[src/rtl/xip_pkg.sv]
package xip_pkg;

  typedef enum logic [2:0] {
    ST_IDLE,
    ST_CMD,
    ST_ADDR,
    ST_MODE,
    ST_DATA,
    ST_DONE
  } xip_state_e;

  // log2 of the lane count: 0 single, 1 dual, 2 quad (3 also quad)
  function automatic logic [1:0] lane_lg(input logic [1:0] sel);
    case (sel)
      2'd0:    lane_lg = 2'd0;
      2'd1:    lane_lg = 2'd1;
      default: lane_lg = 2'd2;
    endcase
  endfunction

endpackage

[src/rtl/xip_addr_map.sv]
module xip_addr_map #(
  parameter int          AW       = 32,
  parameter logic [31:0] WIN_BASE = 32'h0008_0000,
  parameter int          WIN_BITS = 20
) (
  input  logic [AW-1:0] bus_addr,
  input  logic [AW-1:0] base,
  output logic          hit,
  output logic [AW-1:0] flash_addr
);
  logic [AW-1:0] offset;

  always_comb begin
    offset     = bus_addr - AW'(WIN_BASE);
    hit        = (offset[AW-1:WIN_BITS] == '0);
    flash_addr = offset + base;
  end
endmodule

[src/rtl/xip_lane_io.sv]
module xip_lane_io (
  input  logic [1:0] lg,
  input  logic       drive,
  input  logic [3:0] tx,
  input  logic [3:0] io_i,
  output logic [3:0] io_o,
  output logic [3:0] io_oe,
  output logic [3:0] rx_bits
);
  always_comb begin
    case (lg)
      2'd0: begin
        io_o    = {3'b000, tx[3]};
        io_oe   = drive ? 4'b0001 : 4'b0000;
        rx_bits = {3'b000, io_i[1]};
      end
      2'd1: begin
        io_o    = {2'b00, tx[3:2]};
        io_oe   = drive ? 4'b0011 : 4'b0000;
        rx_bits = {2'b00, io_i[1:0]};
      end
      default: begin
        io_o    = tx;
        io_oe   = drive ? 4'b1111 : 4'b0000;
        rx_bits = io_i;
      end
    endcase
  end
endmodule

[src/rtl/xip_rx_pack.sv]
module xip_rx_pack (
  input  logic [31:0] stream,
  input  logic [1:0]  size,
  output logic [31:0] data
);
  // stream holds the received bytes first-byte-most-significant
  always_comb begin
    case (size)
      2'd0:    data = {24'h0, stream[7:0]};
      2'd1:    data = {16'h0, stream[7:0], stream[15:8]};
      default: data = {stream[7:0], stream[15:8], stream[23:16], stream[31:24]};
    endcase
  end
endmodule

[src/rtl/xip_flash_reader.sv]
module xip_flash_reader
  import xip_pkg::*;
#(
  parameter int          AW       = 32,
  parameter logic [31:0] WIN_BASE = 32'h0008_0000,
  parameter int          WIN_BITS = 20,
  parameter int          MDW      = 4
) (
  input  logic          clk,
  input  logic          rst_n,
  input  logic          req_valid,
  output logic          req_ready,
  input  logic [AW-1:0] req_addr,
  input  logic [1:0]    req_size,
  output logic          rsp_done,
  output logic [31:0]   rsp_data,
  input  logic [AW-1:0] cfg_base,
  input  logic          cfg_addr4,
  input  logic [7:0]    cfg_cmd,
  input  logic [1:0]    cfg_addr_lanes,
  input  logic [1:0]    cfg_md_lanes,
  input  logic [1:0]    cfg_data_lanes,
  input  logic [MDW-1:0] cfg_md_clks,
  input  logic          cfg_xip_en,
  input  logic [7:0]    cfg_mode_act,
  input  logic [7:0]    cfg_mode_term,
  output logic          spi_sclk,
  output logic          spi_cs_n,
  output logic [3:0]    spi_io_o,
  output logic [3:0]    spi_io_oe,
  input  logic [3:0]    spi_io_i
);
  localparam int SHW = 32;
  localparam int CW  = 6;

  // reset: asynchronous assert, synchronous release
  logic [1:0] rs_q;
  logic       rst_ni;
  always_ff @(posedge clk or negedge rst_n) begin
    if (!rst_n) rs_q <= 2'b00;
    else        rs_q <= {rs_q[0], 1'b1};
  end
  assign rst_ni = rs_q[1];

  xip_state_e     st_q, st_d;
  logic           ph_q, ph_d;
  logic [CW-1:0]  cnt_q, cnt_d;
  logic [SHW-1:0] sh_q, sh_d, rx_q, rx_d;
  logic [3:0]     mdrv_q, mdrv_d;
  logic           xip_q, xip_d;
  logic [1:0]     sz_q, sz_d;
  logic [AW-1:0]  fa_q, fa_d;
  logic [31:0]    rsp_q, rsp_d;
  logic           rsp_en;

  logic           hit;
  logic [AW-1:0]  map_fa;
  logic           active, drive;
  logic [1:0]     lg_a, lg_m, lg_dt, lg;
  logic [3:0]     rx_bits;
  logic [SHW-1:0] sh_shift, rx_shift;
  logic [31:0]    packed_data;
  logic [CW-1:0]  addr_clk, data_clk, data_bits;
  logic [7:0]     mode_byte;

  xip_addr_map #(.AW(AW), .WIN_BASE(WIN_BASE), .WIN_BITS(WIN_BITS)) u_map (
    .bus_addr(req_addr), .base(cfg_base), .hit(hit), .flash_addr(map_fa)
  );

  xip_lane_io u_lanes (
    .lg(lg), .drive(drive), .tx(sh_q[SHW-1:SHW-4]), .io_i(spi_io_i),
    .io_o(spi_io_o), .io_oe(spi_io_oe), .rx_bits(rx_bits)
  );

  xip_rx_pack u_pack (.stream(rx_shift), .size(sz_q), .data(packed_data));

  function automatic logic [SHW-1:0] addr_word(input logic [AW-1:0] a, input logic four);
    return four ? a[31:0] : {a[23:0], 8'h00};
  endfunction

  always_comb begin
    active    = (st_q == ST_CMD) || (st_q == ST_ADDR) || (st_q == ST_MODE) || (st_q == ST_DATA);
    lg_a      = lane_lg(cfg_addr_lanes);
    lg_m      = lane_lg(cfg_md_lanes);
    lg_dt     = lane_lg(cfg_data_lanes);
    case (st_q)
      ST_ADDR: lg = lg_a;
      ST_MODE: lg = lg_m;
      ST_DATA: lg = lg_dt;
      default: lg = 2'd0;
    endcase
    drive     = (st_q == ST_CMD) || (st_q == ST_ADDR) || ((st_q == ST_MODE) && (mdrv_q != 4'd0));
    case (lg)
      2'd0:    begin sh_shift = sh_q << 1; rx_shift = (rx_q << 1) | {28'h0, rx_bits}; end
      2'd1:    begin sh_shift = sh_q << 2; rx_shift = (rx_q << 2) | {28'h0, rx_bits}; end
      default: begin sh_shift = sh_q << 4; rx_shift = (rx_q << 4) | {28'h0, rx_bits}; end
    endcase
    addr_clk  = (cfg_addr4 ? 6'd32 : 6'd24) >> lg_a;
    case (sz_q)
      2'd0:    data_bits = 6'd8;
      2'd1:    data_bits = 6'd16;
      default: data_bits = 6'd32;
    endcase
    data_clk  = data_bits >> lg_dt;
    mode_byte = cfg_xip_en ? cfg_mode_act : cfg_mode_term;
  end

  // next-state process
  always_comb begin
    st_d   = st_q;
    ph_d   = ph_q;
    cnt_d  = cnt_q;
    sh_d   = sh_q;
    rx_d   = rx_q;
    mdrv_d = mdrv_q;
    xip_d  = xip_q;
    sz_d   = sz_q;
    fa_d   = fa_q;
    rsp_d  = rsp_q;
    rsp_en = 1'b0;
    case (st_q)
      ST_IDLE: begin
        if (req_valid) begin
          sz_d = req_size;
          fa_d = map_fa;
          ph_d = 1'b0;
          rx_d = '0;
          if (!hit) begin
            st_d   = ST_DONE;
            rsp_d  = '0;
            rsp_en = 1'b1;
          end else if (xip_q) begin
            st_d  = ST_ADDR;
            sh_d  = addr_word(map_fa, cfg_addr4);
            cnt_d = addr_clk;
          end else begin
            st_d  = ST_CMD;
            sh_d  = {cfg_cmd, 24'h0};
            cnt_d = 6'd8;
          end
        end
      end
      ST_DONE: st_d = ST_IDLE;
      default: begin
        ph_d = !ph_q;
        if (ph_q) begin
          sh_d  = sh_shift;
          cnt_d = cnt_q - 1'b1;
          if (st_q == ST_DATA) rx_d = rx_shift;
          if ((st_q == ST_MODE) && (mdrv_q != 4'd0)) mdrv_d = mdrv_q - 1'b1;
          if (cnt_q == 6'd1) begin
            case (st_q)
              ST_CMD: begin
                st_d  = ST_ADDR;
                sh_d  = addr_word(fa_q, cfg_addr4);
                cnt_d = addr_clk;
              end
              ST_ADDR: begin
                if (cfg_md_clks != '0) begin
                  st_d   = ST_MODE;
                  sh_d   = {mode_byte, 24'h0};
                  cnt_d  = CW'(cfg_md_clks);
                  mdrv_d = 4'd8 >> lg_m;
                end else begin
                  st_d  = ST_DATA;
                  cnt_d = data_clk;
                end
              end
              ST_MODE: begin
                st_d  = ST_DATA;
                cnt_d = data_clk;
              end
              default: begin
                st_d   = ST_DONE;
                rsp_d  = packed_data;
                rsp_en = 1'b1;
                if (cfg_md_clks != '0) xip_d = cfg_xip_en;
              end
            endcase
          end
        end
      end
    endcase
  end

  // register process
  always_ff @(posedge clk or negedge rst_ni) begin
    if (!rst_ni) begin
      st_q   <= ST_IDLE;
      ph_q   <= 1'b0;
      cnt_q  <= '0;
      sh_q   <= '0;
      rx_q   <= '0;
      mdrv_q <= '0;
      xip_q  <= 1'b0;
      sz_q   <= '0;
      fa_q   <= '0;
      rsp_q  <= '0;
    end else begin
      st_q   <= st_d;
      ph_q   <= ph_d;
      cnt_q  <= cnt_d;
      sh_q   <= sh_d;
      rx_q   <= rx_d;
      mdrv_q <= mdrv_d;
      xip_q  <= xip_d;
      sz_q   <= sz_d;
      fa_q   <= fa_d;
      if (rsp_en) rsp_q <= rsp_d;
    end
  end

  assign req_ready = (st_q == ST_IDLE);
  assign rsp_done  = (st_q == ST_DONE);
  assign rsp_data  = rsp_q;
  assign spi_sclk  = active && ph_q;
  assign spi_cs_n  = !active;
endmodule

[config.mk]
export PLATFORM = sky130hd
export DESIGN_NAME = xip_flash_reader
export DESIGN_NICKNAME = d
export VERILOG_FILES = /design/src/rtl/xip_pkg.sv /design/src/rtl/xip_addr_map.sv /design/src/rtl/xip_lane_io.sv /design/src/rtl/xip_rx_pack.sv /design/src/rtl/xip_flash_reader.sv
export SDC_FILE = /design/constraint.sdc
export NUM_CORES = 1
export LEC_CHECK = 0
export BUFFER_PORTS_ARGS = -buffer_cell sky130_fd_sc_hd__buf_2
export CORE_AREA = 2 2 202 184
export CTS_BUF_LIST = sky130_fd_sc_hd__clkbuf_8
export DETAILED_ROUTE_END_ITERATION = 8
export DIE_AREA = 0 0 204 186
export GPL_TIMING_DRIVEN = 0
export PLACE_DENSITY = 0.55
export SETUP_SLACK_MARGIN = 0.02
export SLEW_MARGIN = 20
export SYNTH_ARGS = -nofsm -noshare
export SYNTH_HDL_FRONTEND = slang
export SYNTH_SLANG_ARGS = --single-unit
[constraint.sdc]
create_clock -name clk -period 6.1 [get_ports clk]
set_clock_uncertainty 0.15 [all_clocks]
set_input_delay 1.22 -clock clk [delete_from_list [all_inputs] [get_ports clk]]
set_output_delay 1.22 -clock clk [all_outputs]
set_load 0.02 [all_outputs]
==> results.sh <==
export IMPL_cp_endpoint="spi_io_o[0]"
export IMPL_dp_hpwl_um=31900
export IMPL_syn_inst=1324
export IMPL_grt_pass1_wl_um=63500
export IMPL_drc=0
export IMPL_power_frac_comb_pct=58.3
export IMPL_synth_seq_cells=146
export IMPL_synth_fa_ha_area_share_pct=4.65
export IMPL_synth_cell_types=80
export IMPL_crit_path_start="cfg_addr_lanes[1]"
export IMPL_clk_latency_ps=480
export IMPL_post_cts_buffers=0
export IMPL_antenna_cells=0
export IMPL_synth_mux_area_share_pct=5.06
export IMPL_port_buffers=150
export IMPL_synthFlopType="dfrtp_1"
export IMPL_syn_to_final_growth_pct=17.1
export IMPL_place_ws_ps=694
export IMPL_cts_made_buffers=17
export IMPL_cp_max_fo=10
export IMPL_die_w_um=204
export IMPL_r2r_slack_ps=2010
export IMPL_synthSimpleGateAreaFrac_pct=19.0
export IMPL_cts_sink_count=146
export IMPL_antenna_left=0
export IMPL_syn_area_mm2=0.0107
export IMPL_cts_hold_buf=0
export IMPL_peakVddDrop_uv=194
export IMPL_final_min_clock_period_ps=5520
export IMPL_p_seq_share_pct=28.7
export IMPL_final_common_cell="nand2_1"
export IMPL_fin_util_pct=34.8
export IMPL_power_internal_mw=2.87
export IMPL_drt_iter0_drc=1092
export IMPL_clk_pin_slew_worst_paths_ps=100
export IMPL_netlist_top_cell_by_area="dfrtp_1"
export IMPL_hold_viol=0
export IMPL_synth_xor_area_share_pct=3.54
export IMPL_crit_family="buffers and inverters"
export IMPL_min_period_over_period_pct=90.6
export IMPL_status="finished clean"
export IMPL_cts_buffer_depth=2
export IMPL_p_leak_nw=5.55
export IMPL_synth_compound_area_share_pct=28.5
export IMPL_synth_edf_count=0
export IMPL_r2r_end="cnt_q[0]"
export IMPL_tritoncts="done"
export IMPL_rsz0062_at_grt="no"
export IMPL_fin_ws_ps=576
export IMPL_grtUsageTotal_pct=21.7
export IMPL_std_cell_rows=66
export IMPL_ff2ff_path_depth=10
export IMPL_synth_nets=1472
export IMPL_ys_async_sr_fraction_pct=100
export IMPL_grt_max_degree=52
export IMPL_cpPeakStageDelay_ps=500
export IMPL_grt_overflow_total=0
export IMPL_setup_viol=0
export IMPL_p_sw_mw=3.26
export IMPL_wl_per_cell_um=20.9
export IMPL_synth_area_top_cells="dfrtp_1 34%, nand2_1 5.9%, nor2_1 5.7%, ha_1 4.5%, mux2i_1 4.3%"
export IMPL_synth_top_family_by_area="compound AO/OA/AOI/OAI gates"
export IMPL_reg2reg_from="st_q[0]"
export IMPL_mostFrequentLayoutCells="167 x nand2_1, 162 x nor2_1, 161 x buf_2"
export IMPL_routed_via_density=5.66
export IMPL_critPathRequiredTime_ps=4730
export IMPL_hp_class="flop to async pin"
export IMPL_slew_headroom_pct=44.3
export IMPL_cpMostUsedCell="clkbuf_1"
export IMPL_cap_viol_max_count=0
export IMPL_cp_arrival_ps=4150
export IMPL_max_freq_mhz=181
export IMPL_timing_critical_path_buf_inv=5
export IMPL_antenna_found_initial=0
export IMPL_root_buffer="clkbuf_8"
export IMPL_die_height_um=186
export IMPL_ios=153
export IMPL_worstPathCellList="buf_2, clkbuf_1, mux2_2, a32oi_1, nand3_1, clkbuf_1, clkbuf_1, o21ai_0, buf_2"
export IMPL_core_area_mm2=0.0358
export IMPL_synth_top_cell_area_share_pct=34.3
export IMPL_initial_core_util_pct=29.7
export IMPL_syn_area_per_cell_um2=8.04
export IMPL_drive_gt1_share_pct=15.2
export IMPL_die_area_mm2=0.0379
export IMPL_finalMaxSlewViolations=0
export IMPL_vias=11233
export IMPL_crit_type="input port to output port"
export IMPL_dr_pass1_iters=5
export IMPL_p_clk_share_pct=13.0
export IMPL_switching_share_pct=53.2
export IMPL_worstSetupEndpointType="output port"
export IMPL_synth_seq_area_share_pct=34.3
export IMPL_post_cts_resized=0
export IMPL_yosys_warnings=0
export IMPL_htreeDepth=4
export IMPL_first_global_vias=10676
export IMPL_power_density_mw_per_mm2=491
export IMPL_gp_congestion=0.942
export IMPL_crit_cells=9
export IMPL_cp_slowest_cell="o21ai_0"
export IMPL_num_nets_final=1644
export IMPL_worstMarginPinSlew_ps=829
export IMPL_routed_wirelength_um=41500
export IMPL_critPathLaunchType="input port"
==> layer usage <==
metal	GRT usage, %	part of all wire, %	vias to the layer above
met2	32.9	44	528
met3	3.62	7.4	68
met4	5.57	1.9	0
met5	0	0	-
met1	31.7	47	5417
li1	-	-	5220
==> worst min-delay path by stage <==
| stage | slack [ps] | cells after the start | end | from |
|---|---|---|---|---|
| 3_3_place_gp | 190 | 0 | rs_q[1] | rs_q[0] |
| 4_1_cts | 120 | 0 | fa_q[19] | rs_q[1] |
| 5_1_grt | 120 | 0 | sh_q[10] | rs_q[1] |
| 2_1_floorplan | 180 | 0 | rs_q[1] | rs_q[0] |
| 3_5_place_dp | 90 | 0 | sh_q[8] | rs_q[1] |
| 6_report | 90 | 0 | fa_q[19] | rs_q[1] |
==> area by class of cell <==
cell class | instances | area [µm²]
timing repair buffer | 153 | 826
clock inverter | 15 | 166
buffer | 95 | 393
inverter | 34 | 128
fill | 3926 | 23400
clock buffer | 17 | 234
tap | 476 | 596
multi-input combinational | 1049 | 6480
sequential | 146 | 3660
==> registers in the layout (all words and copies together) (netlist names) <==
name and flops:
ph_q 1, rx_q 31, sz_q 2, fa_q 32, rsp_data 32, st_q 3
xip_q 1, cnt_q 6, sh_q 32, mdrv_q 4, rs_q 2
==> stage by stage <==
step	hold slack, ps	TNS, ps	instance area [µm²]	power (mW)	std cells
3_5_place_dp	90.1	0	12100	5.27	1953
2_1_floorplan	181	0	10700	4.02	1324
4_1_cts	119	0	12500	6.08	1985
5_1_grt	122	0	12500	6.57	1985
6_report	87.7	0	12500	6.13	1985
3_3_place_gp	186	-85680	12000	5.24	1950
==> kinds of logic (layout without fill, tap and decap cells) <==
group | Yosys count | count (layout)
DFF | 146 | 146
other | 1 | 1
and+or+nand+nor | 456 | 456
muxes | 53 | 53
xor gates and xnor gates | 43 | 43
AOI/OAI and AO/OA | 457 | 457
buffers and inverters | 129 | 314
adders and majority gates | 39 | 39
==> worst reg2reg max path: cells and delay by family (launching register included) <==
kind	cells	cell delay, ps
buf+inv	4	1670
compound gates	3	980
flops	1	330
simple gates	3	860
==> Yosys cell counts, types with 7 or more instances <==
cell / instances
nand3_1: 16
a21oi_1: 82
o21ai_1: 31
o221ai_1: 34
dfrtp_1: 146
o211ai_1: 9
a22o_1: 27
a211oi_1: 11
buf_2: 11
nand2_1: 167
ha_1: 38
buf_1: 13
nor4_1: 11
a31oi_1: 17
o21a_1: 8
a22oi_1: 22
o22ai_1: 49
nand2b_1: 12
inv_1: 31
o21ai_0: 82
nor3_1: 27
nor2b_1: 12
a21o_1: 18
mux2_2: 7
nor2_1: 162
and3_1: 8
o31ai_1: 11
clkbuf_1: 67
xor2_1: 20
mux2i_1: 46
xnor2_1: 23
o221a_2: 9
==> power by group through the flow <==
| stage | Sequential (mW) | Combinational [mW] | Clock (mW) |
|---|---|---|---|
| CTS | 1.74 | 3.53 | 0.816 |
| global placement | 1.77 | 3.47 | 0 |
| floorplan | 1.71 | 2.31 | 0 |
| finish | 1.76 | 3.57 | 0.799 |
| detailed placement | 1.76 | 3.51 | 0 |
| global route | 1.79 | 3.93 | 0.852 |
Power figures use the tool's default switching activity.
